--- config.mk ---
export PLATFORM = sky130hd
export DESIGN_NAME = watchdog_timer
export DESIGN_NICKNAME = d
export VERILOG_FILES = /design/src/rtl/watchdog_timer.sv
export SDC_FILE = /design/constraint.sdc
export NUM_CORES = 1
export LEC_CHECK = 0
export BUFFER_PORTS_ARGS = -buffer_cell sky130_fd_sc_hd__clkbuf_2
export CORE_UTILIZATION = 29
export CTS_BUF_LIST = sky130_fd_sc_hd__clkbuf_2 sky130_fd_sc_hd__clkbuf_4 sky130_fd_sc_hd__clkbuf_8
export CTS_CLUSTER_DIAMETER = 100
export DETAILED_ROUTE_END_ITERATION = 6
export GPL_TIMING_DRIVEN = 0
export HOLD_SLACK_MARGIN = 0.06
export PLACE_DENSITY = 0.52
export SLEW_MARGIN = 20
export SYNTH_ARGS = -nofsm -noshare
export SYNTH_HDL_FRONTEND = slang
export SYNTH_SLANG_ARGS = --single-unit
--- constraint.sdc ---
create_clock -name clk -period 2.5 [get_ports clk]
set_clock_uncertainty 0.1 [all_clocks]
set_input_delay 0.625 -clock clk [delete_from_list [all_inputs] [get_ports clk]]
set_output_delay 0.625 -clock clk [all_outputs]
set_load 0.01 [all_outputs]
--- src/rtl/watchdog_timer.sv ---
module watchdog_timer #(
  parameter int CNT_W  = 32,
  parameter int ADDR_W = 4
) (
  input  logic              clk,
  input  logic              rst_n,
  input  logic [ADDR_W-1:0] reg_addr,
  input  logic              reg_we,
  input  logic [CNT_W-1:0]  reg_wdata,
  output logic [CNT_W-1:0]  reg_rdata,
  output logic              nmi_req,
  output logic              warm_rst_req
);
  localparam logic [ADDR_W-1:0] A_CTRL = ADDR_W'(0);
  localparam logic [ADDR_W-1:0] A_CMP  = ADDR_W'(4);
  localparam logic [ADDR_W-1:0] A_CNT  = ADDR_W'(8);
  localparam logic [ADDR_W-1:0] A_ERR  = ADDR_W'(12);
  localparam logic [CNT_W-1:0]  ONE    = CNT_W'(1);

  logic [CNT_W-1:0] cnt_q, cmp_q;
  logic run_q, ctrl_to_q, nmi_en_q, rst_en_q, err_to_q, fired_q;

  wire wr_ctrl = reg_we && (reg_addr == A_CTRL);
  wire wr_cmp  = reg_we && (reg_addr == A_CMP);
  wire wr_cnt  = reg_we && (reg_addr == A_CNT);
  wire wr_err  = reg_we && (reg_addr == A_ERR);
  wire at_cmp  = (cnt_q == cmp_q);
  wire hit     = run_q && at_cmp && !wr_cnt && !fired_q;

  always_ff @(posedge clk or negedge rst_n) begin
    if (!rst_n) begin
      cnt_q <= '0;
    end else if (wr_cnt) begin
      cnt_q <= reg_wdata;
    end else if (run_q && !at_cmp) begin
      cnt_q <= cnt_q + ONE;
    end
  end

  always_ff @(posedge clk or negedge rst_n) begin
    if (!rst_n) cmp_q <= '1;
    else if (wr_cmp) cmp_q <= reg_wdata;
  end

  always_ff @(posedge clk or negedge rst_n) begin
    if (!rst_n) begin
      run_q     <= 1'b0;
      ctrl_to_q <= 1'b0;
    end else begin
      if (wr_ctrl) run_q <= reg_wdata[0];
      if (hit) ctrl_to_q <= 1'b1;
      else if (wr_ctrl) ctrl_to_q <= ctrl_to_q & reg_wdata[1];
    end
  end

  always_ff @(posedge clk or negedge rst_n) begin
    if (!rst_n) begin
      nmi_en_q <= 1'b0;
      rst_en_q <= 1'b0;
      err_to_q <= 1'b0;
    end else begin
      if (wr_err) begin
        nmi_en_q <= reg_wdata[0];
        rst_en_q <= reg_wdata[1];
      end
      if (hit) err_to_q <= 1'b1;
      else if (wr_err) err_to_q <= err_to_q & reg_wdata[2];
    end
  end

  always_ff @(posedge clk or negedge rst_n) begin
    if (!rst_n) fired_q <= 1'b0;
    else if (wr_cnt || wr_cmp || !run_q) fired_q <= 1'b0;
    else if (hit) fired_q <= 1'b1;
  end

  always_ff @(posedge clk or negedge rst_n) begin
    if (!rst_n) begin
      nmi_req      <= 1'b0;
      warm_rst_req <= 1'b0;
    end else begin
      nmi_req      <= hit && nmi_en_q;
      warm_rst_req <= hit && !nmi_en_q && rst_en_q;
    end
  end

  always_comb begin
    case (reg_addr)
      A_CTRL:  reg_rdata = {{(CNT_W-2){1'b0}}, ctrl_to_q, run_q};
      A_CMP:   reg_rdata = cmp_q;
      A_CNT:   reg_rdata = cnt_q;
      A_ERR:   reg_rdata = {{(CNT_W-3){1'b0}}, err_to_q, rst_en_q, nmi_en_q};
      default: reg_rdata = '0;
    endcase
  end
endmodule

==> results of run 1 <==
==> placed cells by master (no fill, tap or decap), types with 5 or more instances in the layout <==
cell | netlist | final
buf_4 | 1 | 8
clkbuf_4 | 0 | 5
nor3_1 | 7 | 7
nand2_1 | 45 | 45
xnor2_1 | 27 | 27
dfstp_2 | 32 | 32
nor2_1 | 42 | 42
clkbuf_2 | 2 | 75
nand3_1 | 13 | 13
buf_6 | 6 | 6
o21ai_1 | 5 | 5
nor4_1 | 21 | 18
dfrtp_1 | 40 | 40
buf_2 | 11 | 9
a22oi_1 | 30 | 30
clkbuf_1 | 17 | 8
xor2_1 | 33 | 30
inv_1 | 7 | 7
clkbuf_8 | 0 | 14
o21ai_0 | 23 | 23
mux2_2 | 36 | 36
nand4_1 | 11 | 11
==> power groups by stage <==
stage | registers, W | clock network [W] | logic [W]
3_3_place_gp | 0.00187 | 0 | 0.00133
3_5_place_dp | 0.00189 | 0 | 0.00134
4_1_cts | 0.00186 | 0.00101 | 0.00138
5_1_grt | 0.00192 | 0.00105 | 0.00154
2_1_floorplan | 0.00180 | 0 | 0.000974
6_report | 0.00188 | 0.000987 | 0.00141
==> area by class of cell <==
type | instances | area (um2)
Buffer | 38 | 274
Inverter | 7 | 26.3
Multi-Input combinational cell | 328 | 2290
Clock inverter | 3 | 40.0
Timing Repair Buffer | 77 | 418
Fill cell | 1548 | 9240
Sequential cell | 72 | 1840
Clock buffer | 13 | 166
Tap cell | 184 | 230
==> what timing repair did <==
item                       in CTS  in global routing
setup endpoints to repair      43                 32
pin swaps                       0                  5
gates resized for setup        27                  8
buffers inserted                0                  6
==> metrics by stage <==
stage | cells | hold slack [ns] | power [W] | utilization [%] | area (um2)
finish | 722 | 0.164 | 0.00428 | 36.4 | 5290
global route | 722 | 0.201 | 0.00451 | 36.4 | 5290
CTS | 716 | 0.179 | 0.00426 | 35.9 | 5210
detailed placement | 700 | 0.387 | 0.00323 | 33.8 | 4920
global placement | 699 | 0.381 | 0.00319 | 33.7 | 4890
floorplan | 445 | 0.229 | 0.00277 | - | 4310
==> cells by family after synthesis <==
| logic type | count (synthesis) | share of synthesized area [%] |
|---|---|---|
| AO/OA/AOI/OAI | 66 | 10.1 |
| AND/OR/NAND/NOR | 162 | 18.7 |
| flip-flops | 72 | 42.7 |
| adder cells (fa/ha/maj) | 1 | 0.290 |
| XOR/XNOR | 60 | 12.2 |
| multiplexers | 39 | 10.7 |
| buffers and inverters | 45 | 5.42 |
==> metal layers <==
metal	share of wire, %	track usage [%]	vias up	routed length [um]
li1	-	-	1734	-
met4	2.3	5.80	0	316
met5	0	0	-	0
met1	45	26.6	1890	6270
met2	46	29.7	138	6450
met3	6.1	3.43	25	841
==> state kept, by name, summed over array words and instances (netlist names) <==
name          cells
run_q             1
nmi_req           1
err_to_q          1
fired_q           1
nmi_en_q          1
warm_rst_req      1
cnt_q            32
rst_en_q          1
cmp_q            32
ctrl_to_q         1
==> worst register-to-register path: stages, from the launching register on <==
cell,delay (ns)
dfstp_2,0.55
xor2_1,0.29
nor4_1,0.13
nand4_2,0.17
nor2_4,0.05
buf_4,0.15
or4_4,0.55
or3_1,0.32
nand3_1,0.08
==> path summary, 6_finish.rpt <==
check,end,slack (ns),cells past startpoint,from
setup / recovery,cnt_q[29],0.05,8,cmp_q[4]
max in group asynchronous,cmp_q[26],1.48,2,rst_n
min in group clk,cnt_q[3],0.38,3,reg_wdata[3]
setup reg to reg,cnt_q[29],0.05,8,cmp_q[4]
hold / removal,cnt_q[3],0.16,1,rst_n
hold reg to reg,warm_rst_req,0.39,1,nmi_en_q
==> out/results.tsv, run 1 <==
metric	value	unit
final.min_clock_period	2.45	ns
synth_top_area_share	23.2	%
grt_overflow	0	
synth_edf_count	0	
slew_violations	0	
area_delta_synth_final	22.7	%
drive_gt1_share	38.8	%
ys_dominant_reg_cell	dfrtp_1	
synth_top_area_cell	dfrtp_1	
avgRoutedWirePerCell	19.2	um
cts-hold-fix-buffers	0	
grt_max_degree	38	
crit_family	simple AND/OR/NAND/NOR gates	
grt_pass1_vias	3727	
arrival	2.65	ns
clk-insertion-delay-late	0.36	ns
cp-end-kind	register	
cts_sinks	72	
drv_cap	0	
yosysMostFrequentCell	nand2_1	
cpPeakStageDelay	0.55	ns
path_class	reg2reg	
diodes	0	
syn_area	4310	um2
die_w	124	um
firstDrtPassIters	5	
worst_slack	0.0479	ns
worst_slew_pin_slew	0.724	ns
coreArea	14500	um2
dp.final_hpwl	9.93	mm
cts_tree	done	
route.detailed.drc	0	
ys_top_cells_by_count	45 x nand2_1, 42 x nor2_1, 40 x dfrtp_1	
die_area	15400	um2
synth_cells	445	
p_leak	2.16	nW
crit_buf_inv	1	
pwr-share-comb	33.1	%
fmax	408	MHz
ys_seq_elements	72	
ios	73	
ant_nets	0	
globalplace.congestion	0.853	
start_kind	register	
htreeDepth	3	
synth.yosys.seq_area_share	42.7	%
finalWirelength	13.9	mm
root_buffer	clkbuf_8	
path_cells	xor2_1 > nor4_1 > nand4_2 > nor2_4 > buf_4 > or4_4 > or3_1 > nand3_1	
synth.distinct_cells	42	
die_h	124	um
drt_iter0_markers	236	
vias	3787	
status	completed	
yosysWarnings	0	
nets	573	
async_flop_share	100	%
crit_fanout	4	
vdd_drop_max	0.301	mV
p_clk_share	23.1	%
period_share	98.1	%
p_sw_share	35.9	%
setup_violations	0	
grt_first_pass_wirelength	21.3	mm
cp_slowest_cell	dfstp_2	
cts_buffer_depth	2	
p_seq_share	43.8	%
num_rows	44	
avgViaCountPerCell	5.25	
path_clk_slew	0.08	ns
power.internal	0.00274	W
min_path_type	in2async	
synth.avg_cell_area	9.69	um2
powerDensity	808	nW/um2
hold_violations	0	
synthTopCellsByArea	dfrtp_1 23%, dfstp_2 19%, mux2_2 9.4%	
antenna_found_initial	0	
cts_buffers	9	
numPortBuffers	70	
dp_slack	-0.682	ns
track_usage	19.0	%
p_switching	0.00153	W
synth_nets	485	
required	2.69	ns
relSlewSlack	51.8	%
final.setup.tns	0	ns
initial_core_util	29.7	%
(Power assumes the default switching activity.)
==> run 2, diff against run 1 <==
--- a/config.mk
+++ b/config.mk
@@ -5,6 +5,7 @@
 export SDC_FILE = /design/constraint.sdc
 export NUM_CORES = 1
 export LEC_CHECK = 0
+export ABC_CLOCK_PERIOD_IN_PS = 2500
 export BUFFER_PORTS_ARGS = -buffer_cell sky130_fd_sc_hd__clkbuf_2
 export CORE_UTILIZATION = 29
 export CTS_BUF_LIST = sky130_fd_sc_hd__clkbuf_2 sky130_fd_sc_hd__clkbuf_4 sky130_fd_sc_hd__clkbuf_8
@@ -12,6 +13,7 @@
 export DETAILED_ROUTE_END_ITERATION = 6
 export GPL_TIMING_DRIVEN = 0
 export HOLD_SLACK_MARGIN = 0.06
+export MAX_ROUTING_LAYER = met4
 export PLACE_DENSITY = 0.52
 export SLEW_MARGIN = 20
 export SYNTH_ARGS = -nofsm -noshare
==> constraint.sdc (replaced) <==
create_clock -name clk -period 2.5 [get_ports clk]
set_clock_uncertainty 0.1 [all_clocks]
set_input_delay 0.25 -clock clk [delete_from_list [all_inputs] [get_ports clk]]
set_output_delay 0.25 -clock clk [all_outputs]
set_load 0.01 [all_outputs]
==> out/results.tsv, run 2 (same netlist as run 1, synthesis figures left out) <==
metric	value	unit
crit_fanout	10	
die_area	15400	um2
final_common_cell	clkbuf_2	
coreArea	14500	um2
final_core_utilization	38.0	%
drive_gt1_share	34.8	%
final.min_clock_period	2.35	ns
period_share	94.1	%
worst_slack	0.147	ns
root_buffer	clkbuf_8	
area_delta_synth_final	28.0	%
worst_slew_pin_slew	0.717	ns
antenna_found_initial	0	
track_usage	19.8	%
grt_overflow	0	
p_leak	2.24	nW
path_clk_slew	0.08	ns
setup_violations	0	
globalplace.congestion	0.854	
cts_tree	done	
dp.final_hpwl	9.92	mm
die_h	124	um
die_w	124	um
design_area	5520	um2
avgRoutedWirePerCell	18.3	um
vdd_drop_max	0.340	mV
min_path_type	in2reg	
ant_nets	0	
final_cell_mix	72 x clkbuf_2, 45 x nand2_1, 42 x nor2_1, 40 x dfrtp_1, 36 x mux2_2	
route.detailed.drc	0	
grt_first_pass_wirelength	21.2	mm
powerDensity	756	nW/um2
top_regs	cmp_q: 32 flops, cnt_q: 32 flops	
avgViaCountPerCell	5.13	
cpPeakStageDelay	0.55	ns
finalWirelength	13.9	mm
drt_iter0_markers	225	
cts_buffers	9	
grt_max_degree	38	
relSlewSlack	52.2	%
firstDrtPassIters	4	
cp-end-kind	register	
status	completed	
grt_pass1_vias	3746	
ios	73	
start_kind	register	
vias	3875	
cp_slowest_cell	dfstp_2	
path_class	reg2reg	
diodes	0	
initial_core_util	29.7	%
required	2.62	ns
dp_slack	-0.133	ns
arrival	2.47	ns
num_rows	44	
clk-insertion-delay-late	0.37	ns
cts_buffer_depth	2	
path_cells	xor2_1 > nor4_2 > nand4_2 > nor2_4 > buf_4 > nor4_1 > xnor2_1 > o21ai_0	
drv_cap	0	
numPortBuffers	70	
htreeDepth	3	
hold_violations	0	
fmax	425	MHz
slew_violations	0	
nets	607	
cts_sinks	72	
place_area	4920	um2
run 2: cell types whose count changed in the layout (fill, tap and decap cells not counted), moves of 3 or more:
cell           before  now
dlygate4sd3_1       0   33
clkbuf_1            8   16
clkbuf_8           14   10
buf_2               9   12
clkbuf_2           75   72
run 2: cell type report:
| cell class | instances | area (um2) |
|---|---|---|
| well taps | 184 | 230 |
| clock buffers | 12 | 153 |
| repair buffers | 111 | 768 |
| clock inverters | 4 | 20.0 |
| inverters | 7 | 26.3 |
| flip-flops and latches | 72 | 1840 |
| fillers | 1521 | 9010 |
| plain buffers | 38 | 210 |
| multi-input cells | 328 | 2270 |
run 2: power breakdown:
group	total [W]	leakage, nW	internal (W)	switching [W]
Sequential	0.00187	0.823	0.00156	0.000314
Clock	0.000857	0.0967	0.000403	0.000454
Combinational	0.00144	1.32	0.000676	0.000769
Total	0.00417	2.24	0.00263	0.00154
run 2: final timing paths:
path	start	end	slack (ns)	cells past startpoint
max	cmp_q[30]	cnt_q[26]	0.15	8
min	reg_addr[3]	ctrl_to_q	0.15	3
max reg2reg	cmp_q[30]	cnt_q[26]	0.15	8
min reg2reg	nmi_en_q	warm_rst_req	0.39	1
max in group asynchronous	rst_n	cmp_q[26]	1.30	3
min in group asynchronous	rst_n	cnt_q[23]	0.33	2
run 2: metal layers:
layer	wire length (um)	vias to the layer above	global-route usage (%)	share of wire, %
met2	6340	128	30.0	46
met4	242	0	5.95	1.7
met1	6430	1920	25.7	46
met3	838	17	5.36	6.0
li1	-	1810	-	-
met5	0	-	-	0
run 2: stage by stage:
stage          std cells  total power, W  hold slack [ns]   TNS, ns
2_1_floorplan        445         0.00277           -0.146         0
3_3_place_gp         699         0.00320            0.370    -0.725
3_5_place_dp         700         0.00323            0.200    -0.715
4_1_cts              749         0.00417            0.119         0
5_1_grt              756         0.00442            0.142  -0.00538
6_report             756         0.00417            0.149         0
run 2: what timing repair did:
item                                    4_1_cts  5_1_grt
hold endpoints to repair                     84        0
hold buffers                                 33        0
gates resized for setup                       4        4
setup buffers                                 0        7
pin swaps                                     0        5
endpoints found under the setup margin       25       27
run 2: worst max-delay path: cells and delay by family, from the launching register on:
| family | cells | cell delay (ns) |
|---|---|---|
| AND/OR/NAND/NOR | 4 | 0.95 |
| flip-flops | 1 | 0.55 |
| XOR/XNOR | 2 | 0.26 |
| buffers and inverters | 1 | 0.23 |
| AO/OA/AOI/OAI | 1 | 0.10 |
